<file path="src/rtl/pkt_dma_pkg.sv">
package pkt_dma_pkg;
    localparam int ADDR_W      = 16;
    localparam int PTR_BYTES   = ADDR_W / 8;
    localparam int FLAG_W      = 2;
    localparam int FLAG_LAST   = 0;
    localparam int FLAG_FINAL  = 1;
    localparam int OFF_SRC     = 0;
    localparam int OFF_CNT     = PTR_BYTES;
    localparam int OFF_NXT     = 2 * PTR_BYTES;
    localparam int OFF_FLAGS   = 3 * PTR_BYTES;
    localparam int OFF_STAT    = OFF_FLAGS + 1;
    localparam int FETCH_BYTES = OFF_FLAGS + 1;
    localparam int DESC_BITS   = 3 * ADDR_W + FLAG_W;
    localparam int IDX_W       = $clog2(FETCH_BYTES);

    typedef enum logic [2:0] {
        S_IDLE,
        S_FETCH_DESC,
        S_WAIT_REQ,
        S_READ_BYTE,
        S_WRITE_REG,
        S_NEXT_DESC,
        S_WRITE_STATUS,
        S_DONE
    } dma_state_e;

    typedef struct packed {
        logic [FLAG_W-1:0] flags;
        logic [ADDR_W-1:0] nxt;
        logic [ADDR_W-1:0] cnt;
        logic [ADDR_W-1:0] src;
    } desc_t;
endpackage

</file>
<file path="src/rtl/pkt_dma_desc_regs.sv">
module pkt_dma_desc_regs
    import pkt_dma_pkg::*;
(
    input  logic             clk,
    input  logic             rst_n,
    input  logic             cap_en,
    input  logic [IDX_W-1:0] cap_idx,
    input  logic [7:0]       cap_data,
    output desc_t            desc
);
    logic [DESC_BITS-1:0] flat;

    for (genvar i = 0; i < FETCH_BYTES; i++) begin : g_byte
        if (i == OFF_FLAGS) begin : g_flag
            logic [FLAG_W-1:0] byte_q;
            always_ff @(posedge clk or negedge rst_n) begin
                if (!rst_n)
                    byte_q <= '0;
                else if (cap_en && cap_idx == IDX_W'(i))
                    byte_q <= cap_data[FLAG_W-1:0];
            end
            assign flat[i*8 +: FLAG_W] = byte_q;
        end else begin : g_full
            logic [7:0] byte_q;
            always_ff @(posedge clk or negedge rst_n) begin
                if (!rst_n)
                    byte_q <= '0;
                else if (cap_en && cap_idx == IDX_W'(i))
                    byte_q <= cap_data;
            end
            assign flat[i*8 +: 8] = byte_q;
        end
    end

    assign desc = desc_t'(flat);
endmodule

</file>
<file path="src/rtl/pkt_dma_seq.sv">
module pkt_dma_seq
    import pkt_dma_pkg::*;
#(
    parameter logic [7:0] ERR_MASK = 8'h0F
) (
    input  logic              clk,
    input  logic              rst_n,
    input  logic              start,
    input  logic [ADDR_W-1:0] head_addr,
    input  logic              bus_gnt,
    input  desc_t             desc,
    output logic              cap_en,
    output logic [IDX_W-1:0]  cap_idx,
    output logic              mem_req,
    output logic              mem_we,
    output logic [ADDR_W-1:0] mem_addr,
    output logic [7:0]        mem_wdata,
    input  logic [7:0]        mem_rdata,
    input  logic              per_req,
    output logic              per_wr,
    output logic              per_last,
    output logic [7:0]        per_wdata,
    input  logic [7:0]        per_status,
    output logic              busy,
    output logic              done,
    output logic              err
);
    localparam logic [IDX_W-1:0]  LAST_IDX = IDX_W'(FETCH_BYTES - 1);
    localparam logic [ADDR_W-1:0] ONE      = ADDR_W'(1);

    typedef struct packed {
        dma_state_e        st;
        logic [IDX_W-1:0]  idx;
        logic              pend;
        logic [ADDR_W-1:0] desc_a;
        logic [ADDR_W-1:0] head;
        logic [ADDR_W-1:0] src;
        logic [ADDR_W-1:0] cnt;
        logic [7:0]        data;
        logic              err;
    } seq_regs_t;

    seq_regs_t r_q, r_d;

    logic frame_end;
    assign frame_end = desc.flags[FLAG_LAST] && desc.flags[FLAG_FINAL];

    always_comb begin
        r_d       = r_q;
        cap_en    = 1'b0;
        cap_idx   = r_q.idx;
        mem_req   = 1'b0;
        mem_we    = 1'b0;
        mem_addr  = '0;
        mem_wdata = '0;
        per_wr    = 1'b0;
        per_last  = 1'b0;
        per_wdata = r_q.data;
        done      = 1'b0;
        case (r_q.st)
            S_IDLE: begin
                if (start) begin
                    r_d.head   = head_addr;
                    r_d.desc_a = head_addr;
                    r_d.idx    = '0;
                    r_d.pend   = 1'b0;
                    r_d.err    = 1'b0;
                    r_d.st     = S_FETCH_DESC;
                end
            end
            S_FETCH_DESC: begin
                if (r_q.pend) begin
                    cap_en   = 1'b1;
                    r_d.pend = 1'b0;
                    if (r_q.idx == LAST_IDX) begin
                        r_d.src = desc.src;
                        r_d.cnt = desc.cnt;
                        r_d.st  = (desc.cnt == '0) ? S_NEXT_DESC : S_WAIT_REQ;
                    end else begin
                        r_d.idx = r_q.idx + 1'b1;
                    end
                end else if (bus_gnt) begin
                    mem_req  = 1'b1;
                    mem_addr = r_q.desc_a + ADDR_W'(r_q.idx);
                    r_d.pend = 1'b1;
                end
            end
            S_WAIT_REQ: begin
                if (per_req && bus_gnt) begin
                    mem_req  = 1'b1;
                    mem_addr = r_q.src;
                    r_d.st   = S_READ_BYTE;
                end
            end
            S_READ_BYTE: begin
                r_d.data = mem_rdata;
                r_d.st   = S_WRITE_REG;
            end
            S_WRITE_REG: begin
                if (bus_gnt) begin
                    per_wr   = 1'b1;
                    per_last = frame_end && (r_q.cnt == ONE);
                    r_d.src  = r_q.src + ONE;
                    r_d.cnt  = r_q.cnt - ONE;
                    r_d.st   = (r_q.cnt == ONE) ? S_NEXT_DESC : S_WAIT_REQ;
                end
            end
            S_NEXT_DESC: begin
                if (desc.flags[FLAG_FINAL]) begin
                    r_d.st = S_WRITE_STATUS;
                end else begin
                    r_d.desc_a = desc.nxt;
                    r_d.idx    = '0;
                    r_d.st     = S_FETCH_DESC;
                end
            end
            S_WRITE_STATUS: begin
                if (bus_gnt) begin
                    mem_req   = 1'b1;
                    mem_we    = 1'b1;
                    mem_addr  = r_q.head + ADDR_W'(OFF_STAT);
                    mem_wdata = per_status;
                    r_d.err   = |(per_status & ERR_MASK);
                    r_d.st    = S_DONE;
                end
            end
            S_DONE: begin
                done   = 1'b1;
                r_d.st = S_IDLE;
            end
            default: r_d.st = S_IDLE;
        endcase
    end

    always_ff @(posedge clk or negedge rst_n) begin
        if (!rst_n) begin
            r_q        <= '0;
            r_q.st     <= S_IDLE;
        end else begin
            r_q <= r_d;
        end
    end

    assign busy = (r_q.st != S_IDLE);
    assign err  = r_q.err;
endmodule

</file>
<file path="src/rtl/pkt_dma_tx.sv">
module pkt_dma_tx
    import pkt_dma_pkg::*;
#(
    parameter logic [7:0] ERR_MASK = 8'h0F
) (
    input  logic              clk,
    input  logic              rst_n,
    input  logic              start,
    input  logic [ADDR_W-1:0] head_addr,
    input  logic              bus_gnt,
    output logic              mem_req,
    output logic              mem_we,
    output logic [ADDR_W-1:0] mem_addr,
    output logic [7:0]        mem_wdata,
    input  logic [7:0]        mem_rdata,
    input  logic              per_req,
    output logic              per_wr,
    output logic              per_last,
    output logic [7:0]        per_wdata,
    input  logic [7:0]        per_status,
    output logic              busy,
    output logic              done,
    output logic              err
);
    desc_t            desc;
    logic             cap_en;
    logic [IDX_W-1:0] cap_idx;

    pkt_dma_desc_regs u_desc (
        .clk      (clk),
        .rst_n    (rst_n),
        .cap_en   (cap_en),
        .cap_idx  (cap_idx),
        .cap_data (mem_rdata),
        .desc     (desc)
    );

    pkt_dma_seq #(.ERR_MASK(ERR_MASK)) u_seq (
        .clk        (clk),
        .rst_n      (rst_n),
        .start      (start),
        .head_addr  (head_addr),
        .bus_gnt    (bus_gnt),
        .desc       (desc),
        .cap_en     (cap_en),
        .cap_idx    (cap_idx),
        .mem_req    (mem_req),
        .mem_we     (mem_we),
        .mem_addr   (mem_addr),
        .mem_wdata  (mem_wdata),
        .mem_rdata  (mem_rdata),
        .per_req    (per_req),
        .per_wr     (per_wr),
        .per_last   (per_last),
        .per_wdata  (per_wdata),
        .per_status (per_status),
        .busy       (busy),
        .done       (done),
        .err        (err)
    );
endmodule

</file>
<file path="config.mk">
export PLATFORM = sky130hd
export DESIGN_NAME = pkt_dma_tx
export DESIGN_NICKNAME = d
export VERILOG_FILES = /design/src/rtl/pkt_dma_pkg.sv /design/src/rtl/pkt_dma_desc_regs.sv /design/src/rtl/pkt_dma_seq.sv /design/src/rtl/pkt_dma_tx.sv
export SDC_FILE = /design/constraint.sdc
export NUM_CORES = 1
export LEC_CHECK = 0
export BUFFER_PORTS_ARGS = -buffer_cell sky130_fd_sc_hd__buf_4
export CAP_MARGIN = 15
export CORE_ASPECT_RATIO = 0.9
export CORE_MARGIN = 3
export CORE_UTILIZATION = 30
export CTS_CLUSTER_DIAMETER = 80
export DETAILED_ROUTE_END_ITERATION = 8
export PLACE_DENSITY = 0.43
export SYNTH_ARGS = -nofsm -noshare
export SYNTH_HDL_FRONTEND = slang
export SYNTH_HIERARCHICAL = 1
export SYNTH_SLANG_ARGS = --single-unit
</file>
<file path="constraint.sdc">
create_clock -name clk -period 2.5 [get_ports clk]
set_input_delay 0.125 -clock clk [delete_from_list [all_inputs] [get_ports clk]]
set_output_delay 0.125 -clock clk [all_outputs]
set_load 0.03 [all_outputs]
</file>
# [Word level (Yosys, flattened, before mapping)]
# Index checks and enable logic that the tools add are counted.
[totals] out_inout_bits=39 elab_cells=111 input_bits=37 reg_bits=130
[classes] n_reduce_logical=27 add_sub_neg=5 n_eq_ne=22 muxes=41
[ops] cell="$mux W32" count=3
[ops] cell="$mux W16" count=5
[ops] cell="$pmux W32 S2" count=1
[ops] cell="$pmux W16 S3" count=1
[ops] cell="$mux W39" count=1
[ops] cell="$pmux W16 S2" count=1
[ops] cell="$mux W3" count=9
[ops] cell="$pmux W3 S8" count=1
[ops] cell="$eq A3 B3 Y1 const B" count=7
[ops] cell="$add A16 B1 Y16 const B" count=1
[ops] cell="$add A16 B3 Y16" count=1
[ops] cell="$add A16 B3 Y16 const B" count=1
[ops] cell="$eq A16 B1 Y1 const B" count=1
[ops] cell="$logic_not A16 Y1" count=1
[ops] cell="$mux W8" count=2
[ops] cell="$sub A16 B1 Y16 const B" count=1
[ops] cell="$eq A3 B2 Y1 const B" count=4
[ops] cell="$mux W1" count=12
[ops] cell="$ne A2 B2 Y1 const B" count=6
[ops] cell="$logic_and A1 B1 Y1" count=10
[ops] cell="$pmux W3 S3" count=1
[ops] cell="$reduce_bool A2 Y1" count=4
[ops] cell="$eq A3 B1 Y1 const B" count=2
[ops] cell="$logic_not A3 Y1" count=2
[ops] cell="12 further kinds" count=17

# [Logic depth before layout (Yosys ltp)]
# Gate-level depths: netlist of run 1.
[logic_depth] word_depth=5 mapped_depth=8 ltp_nobuf=8

# [By module]
# The synthesis of run 1 kept the hierarchy.
[modules_own_cells] module="pkt_dma_seq" area_per_inst_um2=5303.8 cells_per_inst=624 seq_area_each_um2=2001.9 n_inst=1
[modules_own_cells] module="pkt_dma_desc_regs" area_per_inst_um2=1940.6 cells_per_inst=111 seq_area_each_um2=1251.2 n_inst=1

# [Least setup slack after synthesis of run 1]
# Ideal clock, no wire load.
[synth_path] path_kind="reg2out" from="reg u_seq.r_q, in the netlist u_seq/cap_idx[0]" to="out mem_addr[6]" n_path_buf=0 stages_incl_launch_ff=9 arrival_ns=2.233 slack_ns=0.142 t_required_ns=2.375 cell_sequence="dfrtp_1 -> ha_1 -> inv_1 -> fa_1 -> nor2b_1 -> o21ba_2 -> nand2_1 -> xor2_1 -> o21ai_0"
[synth_between] elab_chain_cells=4
[synth_rtl] element="from (decl)" line="pkt_dma_seq.sv:43" rtl="seq_regs_t r_q, r_d;"
[synth_rtl] element="from (signal assigned)" line="pkt_dma_seq.sv:140" rtl="r_q <= r_d;"
[synth_rtl] element="$add A16 B3 Y16" line="pkt_dma_seq.sv:84" rtl="mem_addr = r_q.desc_a + ADDR_W'(r_q.idx);"
[synth_rtl] element="$mux W16" line="pkt_dma_seq.sv:82" rtl="end else if (bus_gnt) begin"
[synth_rtl] element="$mux W16" line="pkt_dma_seq.sv:72" rtl="if (r_q.pend) begin"
[synth_rtl] element="$pmux W16 S3" line="pkt_dma_seq.sv:60" rtl="case (r_q.st)"
[synth_rtl] element="to (decl)" line="pkt_dma_tx.sv:13" rtl="output logic [ADDR_W-1:0] mem_addr,"
# Every way passes these cells.

# [Final worst setup path of run 1]
[layout_path] from="reg u_seq/r_q[57] in the netlist's numbering" to="out mem_addr[8]"
# The elaborated chain is that of the path after synthesis.

==> qor.yml, run 1 <==
tightest_slew_ps: 754
start_util_pct: 30.8
power-per-cell-area_nw_per_um2: 1220
fin_nets: 875
hpwl_microns: 16200
portBuffers: 75
cts_max_level: 4
yosysSeqAreaShare_pct: 44.9
path_cells: "ha_4 -> inv_2 -> fa_2 -> nor2b_4 -> o21ba_4 -> and2_4 -> xor2_1 -> a221o_1 -> buf_6"
die_w_microns: 170
gr-total-overflow: 0
insertion_delay_ps: 430
fmax_ghz: 0.406
routedWlPerCell_microns: 19.7
dieArea_sq_um: 26100
ctsLongestPathBuffers: 2
rsz0062_at_grt: "yes"
setup_violations: 0
clk_pin_slew_ps: 60
required_ps: 2380
crit_family: "adder cells"
timing.critical_path.to_type: "primary output"
fin_crit_ps: 2460
grt_max_degree: 74
synthFlopType: "dfrtp_1"
status: "finished, final reports clean"
gp_congestion: 0.897
wl_microns: 22500
grt_pass1_wl_microns: 35300
core-area_sq_um: 23500
grt_pass1_vias: 6214
drc: 0
synth.largest_area_cell: "dfrtp_1"
syn_inst: 735
critPathArrivalTime_ps: 2340
finalSetupTns_ps: 0
maxSlewHeadroom_pct: 49.8
crit_path_top_delay_cell: "dfrtp_1"
viasPerCell: 5.39
cts_tree: "yes"
crit_path_start_kind: "flip-flop"
antenna_found_initial: 1
ys_warn_count: 6
n_fill_cell: 2326
yosysUniqueCellTypes: 72
cts_root_buf: "clkbuf_16"
grt_use_total_pct: 17.4
maxCapViolCount: 0
synth_top_family_by_area: "simple AND/OR/NAND/NOR gates"
p_seq_share_pct: 36.6
ys_seq_elements: 130
crit_type: "flip-flop to primary output"
die_y_microns: 153
ios: 76
clkPwrFrac_pct: 23.9
crit_path_max_fanout: 3
synth_area_per_cell_sq_um: 9.86
ys_async_sr_fraction_pct: 100
cp_slowest_stage_delay_ps: 390
hp-class: "input pin to flip-flop"
numCtsBuffers: 17
p_int_mw: 6.61
synth-xor-area-share_pct: 3.39
fin_crit_sh_pct: 98.5
netlist_top_cells_count: "dfrtp_1 (130), mux2_2 (70), nor2_1 (65)"
dp.cells: 1088
pwr-share-comb_pct: 39.5
synth_edf_count: 0
skew_ps: 11.0
yosysMostFrequentCell: "dfrtp_1"
finalMaxSlewViolations: 0
critical_path_buf_inv_count: 2
rows: 53
drt_iter0_markers: 574
holdWs_ps: 37.9
hold_violations: 0
diodes: 0
synth_adder_area_share_pct: 1.83
power.switching_fraction_pct: 40.6
area_growth_pct: 25.9
yosysTopAreaCellShare_pct: 44.9
yosys-top-cells-area: "dfrtp_1 (45%), mux2_2 (11%), o21ai_0 (3.4%)"
leakage_nw: 3.84
dr.pass1.iters: 5
synth-simple-area-share_pct: 18.9
postRouteAntennaNets: 0
irDropWorstVdd_v: 0.000476
layout-drive-gt1-share_pct: 30.3
vias: 6166
clock_sinks: 130
synthMuxAreaShare_pct: 11.3
p_switching_mw: 4.51
synth_compound_area_share_pct: 14.9
synth_nets: 782
final_cells: 1143
synth_area_sq_um: 7240
through the flow:
| step | utilization [%] | total power [mW] | area [sq um] | setup slack, ps |
|---|---|---|---|---|
| after floorplan | - | 6.89 | 7240 | 142 |
| after global placement | 34.7 | 8.18 | 8170 | 276 |
| after detailed placement | 34.7 | 8.28 | 8170 | 261 |
| after CTS | 38.3 | 11.1 | 9010 | -17.3 |
| after global routing | 38.7 | 11.9 | 9120 | -40.6 |
| final | 38.7 | 11.1 | 9120 | 36.6 |
power groups by stage:
| stage | Combinational (mW) | Clock [mW] | Sequential, mW |
|---|---|---|---|
| 2_1_floorplan | 3.20 | 0 | 3.69 |
| 4_1_cts | 4.30 | 2.74 | 4.04 |
| 3_5_place_dp | 4.21 | 0 | 4.07 |
| 3_3_place_gp | 4.14 | 0 | 4.04 |
| 5_1_grt | 4.85 | 2.81 | 4.20 |
| 6_report | 4.40 | 2.66 | 4.07 |
kinds of logic after synthesis:
| kind of cell | after synthesis |
|---|---|
| adders and majority gates | 10 |
| DFF | 130 |
| buffers and inverters | 70 |
| muxes | 73 |
| AOI/OAI and AO/OA | 171 |
| and+or+nand+nor | 253 |
| xor gates and xnor gates | 28 |
placed cells by master, fill, tap and decap left out, types with 4 or more instances in the layout:
master and n:
ha_1 7, o21ai_0 47, dlygate4sd3_1 17, a31oi_1 22, o221ai_1 4, nor4_1 11
a22oi_1 12, nand4_1 13, a21oi_1 41, inv_1 16, and3_1 7, xor2_1 16
o22ai_1 10, nand2_1 58, and2_1 9, xnor2_1 12, nor2_1 65, and4bb_2 4
nand3_1 35, inv_6 6, mux2_2 70, buf_4 104, dfrtp_1 129, clkbuf_16 17
nor3_1 10
metal layers:
metal  vias up  wire length (microns)  global-route usage, %
met3        26                   1050                   3.44
met2       176                   9860                   25.5
met1      3100                  11200                   25.9
li1       2864                      -                      -
met4         0                    403                   4.95
met5         -                      0                      0
cell type report:
| class | count | area, sq um | area share (%) |
|---|---|---|---|
| inverter | 17 | 63.8 | 0.700 |
| clock buffer | 19 | 453 | 4.97 |
| multi-input combinational | 535 | 3750 | 41.2 |
| sequential | 130 | 3250 | 35.7 |
| timing repair buffer | 127 | 1040 | 11.5 |
| tap | 302 | 378 | 4.14 |
| clock inverter | 13 | 169 | 1.85 |
final timing paths:
| kind | start | end | slack, ps | cells after the start |
|---|---|---|---|---|
| max in group asynchronous | rst_n | u_desc/g_byte[3].g_full.byte_q[1]$_DFFE_PN0P_ | 1400 | 3 |
| worst min-delay path | mem_rdata[7] | u_desc/g_byte[1].g_full.byte_q[7]$_DFFE_PN0P_ | 40 | 2 |
| min in group asynchronous | rst_n | u_seq/r_q[17]$_DFFE_PN0P_ | 310 | 2 |
| worst max register to register | u_seq/r_q[9]$_DFFE_PN0P_ | u_seq/r_q[77]$_DFFE_PN0P_ | 380 | 8 |
| worst max-delay path | u_seq/r_q[57]$_DFFE_PN0P_ | mem_addr[8] | 40 | 9 |
| worst min register to register | u_desc/g_byte[0].g_full.byte_q[0]$_DFFE_PN0P_ | u_seq/r_q[25]$_DFFE_PN0P_ | 500 | 2 |
state kept, by name, summed over array words and instances (netlist names):
signal and count:
u_seq/r_q 68, u_seq/cap_idx 3, u_seq/err 1, u_seq/per_wdata 8, u_desc/g_byte.g_flag.byte_q 2, u_desc/g_byte.g_full.byte_q 48
timing repair:
action | in CTS | in global routing
setup buffers | 1 | 5
endpoints found under the hold margin | 96 | 0
resized for setup | 10 | 16
hold buffers | 17 | 0
endpoints found under the setup margin | 10 | 23
pin swaps | 2 | 5
Note: power is estimated with default switching activity, not from simulation.
==> run 2: changes to the inputs <==
--- a/config.mk
+++ b/config.mk
@@ -7,7 +7,6 @@
 export LEC_CHECK = 0
 export BUFFER_PORTS_ARGS = -buffer_cell sky130_fd_sc_hd__buf_4
 export CAP_MARGIN = 15
-export CORE_ASPECT_RATIO = 0.9
 export CORE_MARGIN = 3
 export CORE_UTILIZATION = 30
 export CTS_CLUSTER_DIAMETER = 80
==> qor.yml, run 2 (synthesis results as in run 1) <==
vias: 6002  # was 6166
rsz0062_at_grt: "yes"  # unchanged
viasPerCell: 5.20  # was 5.39
regToRegStartpoint: "u_seq/r_q[78]$_DFFE_PN0P_"  # was u_seq/r_q[9]$_DFFE_PN0P_
gr-total-overflow: 0  # unchanged
leakage_nw: 3.81  # was 3.84 nW
die_w_microns: 161  # was 170 microns
worst_slack_ps: 22.8  # was 36.6 ps
clock_sinks: 130  # unchanged
setup_violations: 0  # unchanged
tightest_slew_ps: 670  # was 754 ps
cts_max_level: 4  # unchanged
postRouteAntennaNets: 0  # unchanged
irDropWorstVdd_v: 0.000597  # was 0.000476 V
clk_pin_slew_ps: 60  # about the same
largest_register: "u_seq/r_q"  # unchanged
finalSetupTns_ps: 0  # unchanged
hpwl_microns: 15800  # was 16200 microns
final_common_cell: "dfrtp_1"  # unchanged
fin_crit_sh_pct: 99.1  # was 98.5%
antenna_found_initial: 0  # was 1
largest_register_ff_count: 68  # unchanged
wl_microns: 22000  # was 22500 microns
drt_iter0_markers: 392  # was 574
rows: 56  # was 53
portBuffers: 75  # unchanged
start_util_pct: 30.7  # was 30.8%
reg2reg_setup_slack_ps: 360  # was 380 ps
status: "finished, final reports clean"  # unchanged
cts_root_buf: "clkbuf_16"  # unchanged
finalMaxSlewViolations: 0  # unchanged
fin_util_pct: 38.8  # was 38.7%
hold_violations: 0  # unchanged
insertion_delay_ps: 420  # was 430 ps
cts_tree: "yes"  # unchanged
cp_slowest_stage_delay_ps: 390  # about the same
crit_path_top_delay_cell: "dfrtp_1"  # unchanged
fin_crit_ps: 2480  # was 2460 ps
setup.worst_path.start: "u_seq/cap_idx[0]$_DFFE_PN0P_"  # was u_seq/r_q[57]$_DFFE_PN0P_
core-area_sq_um: 23600  # was 23500 sq um
holdWs_ps: 54.9  # was 37.9 ps
fmax_ghz: 0.404  # was 0.406 GHz
drc: 0  # unchanged
grt_use_total_pct: 17.0  # was 17.4%
hold_depth: 2  # unchanged
rr_worst_depth: 3  # was 8
final_cell_mix: "dfrtp_1 (129), buf_4 (99), mux2_2 (70)"  # was dfrtp_1 (129), buf_4 (104), mux2_2 (70)
r2r_end: "u_desc/g_byte[0].g_full.byte_q[6]$_DFFE_PN0P_"  # was u_seq/r_q[77]$_DFFE_PN0P_
crit_path_start_kind: "flip-flop"  # unchanged
critPathArrivalTime_ps: 2350  # was 2340 ps
ctsLongestPathBuffers: 2  # unchanged
required_ps: 2380  # about the same
crit_type: "flip-flop to primary output"  # unchanged
grt_pass1_vias: 5947  # was 6214
grt_pass1_wl_microns: 34200  # was 35300 microns
hp-class: "input pin to flip-flop"  # unchanged
hp-start: "mem_rdata[5]"  # was mem_rdata[7]
pre_cts_ws_ps: 274  # was 261 ps
dr.pass1.iters: 5  # unchanged
gp_congestion: 0.843  # was 0.897
diodes: 0  # unchanged
layout-drive-gt1-share_pct: 30.3  # about the same
crit_path_max_fanout: 3  # unchanged
area_growth_pct: 26.4  # was 25.9%
maxSlewHeadroom_pct: 55.2  # was 49.8%
timing.critical_path.to_type: "primary output"  # unchanged
maxCapViolCount: 0  # unchanged
skew_ps: 13.4  # was 11.0 ps
ios: 76  # unchanged
min_to: "u_desc/g_byte[5].g_full.byte_q[5]$_DFFE_PN0P_"  # was u_desc/g_byte[1].g_full.byte_q[7]$_DFFE_PN0P_
routedWlPerCell_microns: 19.1  # was 19.7 microns
dieArea_sq_um: 26000  # was 26100 sq um
power-per-cell-area_nw_per_um2: 1220  # about the same
fin_nets: 870  # was 875
die_y_microns: 161  # was 153 microns
path_cells: "ha_4 -> inv_2 -> fa_2 -> nor2b_4 -> o21ba_4 -> and2_4 -> xor2_1 -> a221o_1 -> buf_6"  # unchanged
numCtsBuffers: 17  # unchanged
grt_max_degree: 76  # was 74
==> run 2: repair_timing <==
item                       4_1_cts  5_1_grt
setup endpoints to repair       14       25
resized for setup                8       26
pin swaps                        2       12
setup buffers                    1        6
hold endpoints to repair        48        0
cloned                           0        0
hold buffers                    17        0
==> run 2: power by group <==
| part | total [mW] | internal, mW | switching (mW) |
|---|---|---|---|
| clock network | 2.69 | 1.69 | 1.00 |
| registers | 4.06 | 3.02 | 1.05 |
| logic | 4.39 | 1.96 | 2.43 |
| total | 11.1 | 6.66 | 4.48 |
==> run 2: worst max-delay path by stage <==
stage / to / slack (ps) / cells past startpoint
global placement: mem_addr[11] / 280 / 7
finish: mem_addr[8] / 20 / 9
floorplan: mem_addr[6] / 140 / 8
detailed placement: mem_addr[11] / 270 / 7
global route: mem_addr[10] / -100 / 9
CTS: mem_addr[8] / -40 / 9
==> run 2: routing by layer <==
metal	GRT usage, %	vias to the layer above	part of all wire, %
met5	0	-	0
met4	5.51	0	2.1
met3	2.92	23	3.1
met2	26.2	114	46
met1	24.2	3010	49
li1	-	2855	-
==> run 2: through the flow <==
step           cells  total power [mW]  area [sq um]
5_1_grt         1155              11.9          9160
3_5_place_dp    1100              8.25          8160
6_report        1155              11.1          9160
3_3_place_gp    1100              8.18          8160
2_1_floorplan    735              6.89          7240
4_1_cts         1150              11.1          9000
==> run 2: layout make-up <==
class	instances	area (sq um)
Fill cell	2352	14500
Clock buffer	18	429
Clock inverter	14	204
Tap cell	319	399
Sequential cell	130	3250
Inverter	17	67.6
Multi-Input combinational cell	535	3780
Timing Repair Buffer	122	1020
==> run 2: critical path: cells and delay by family (launching register included) <==
kind,cells,cell delay [ps]
compound gates,2,470
fa+ha+maj,2,550
xor+xnor,1,60
buf+inv,2,190
simple gates,2,280
flops,1,390
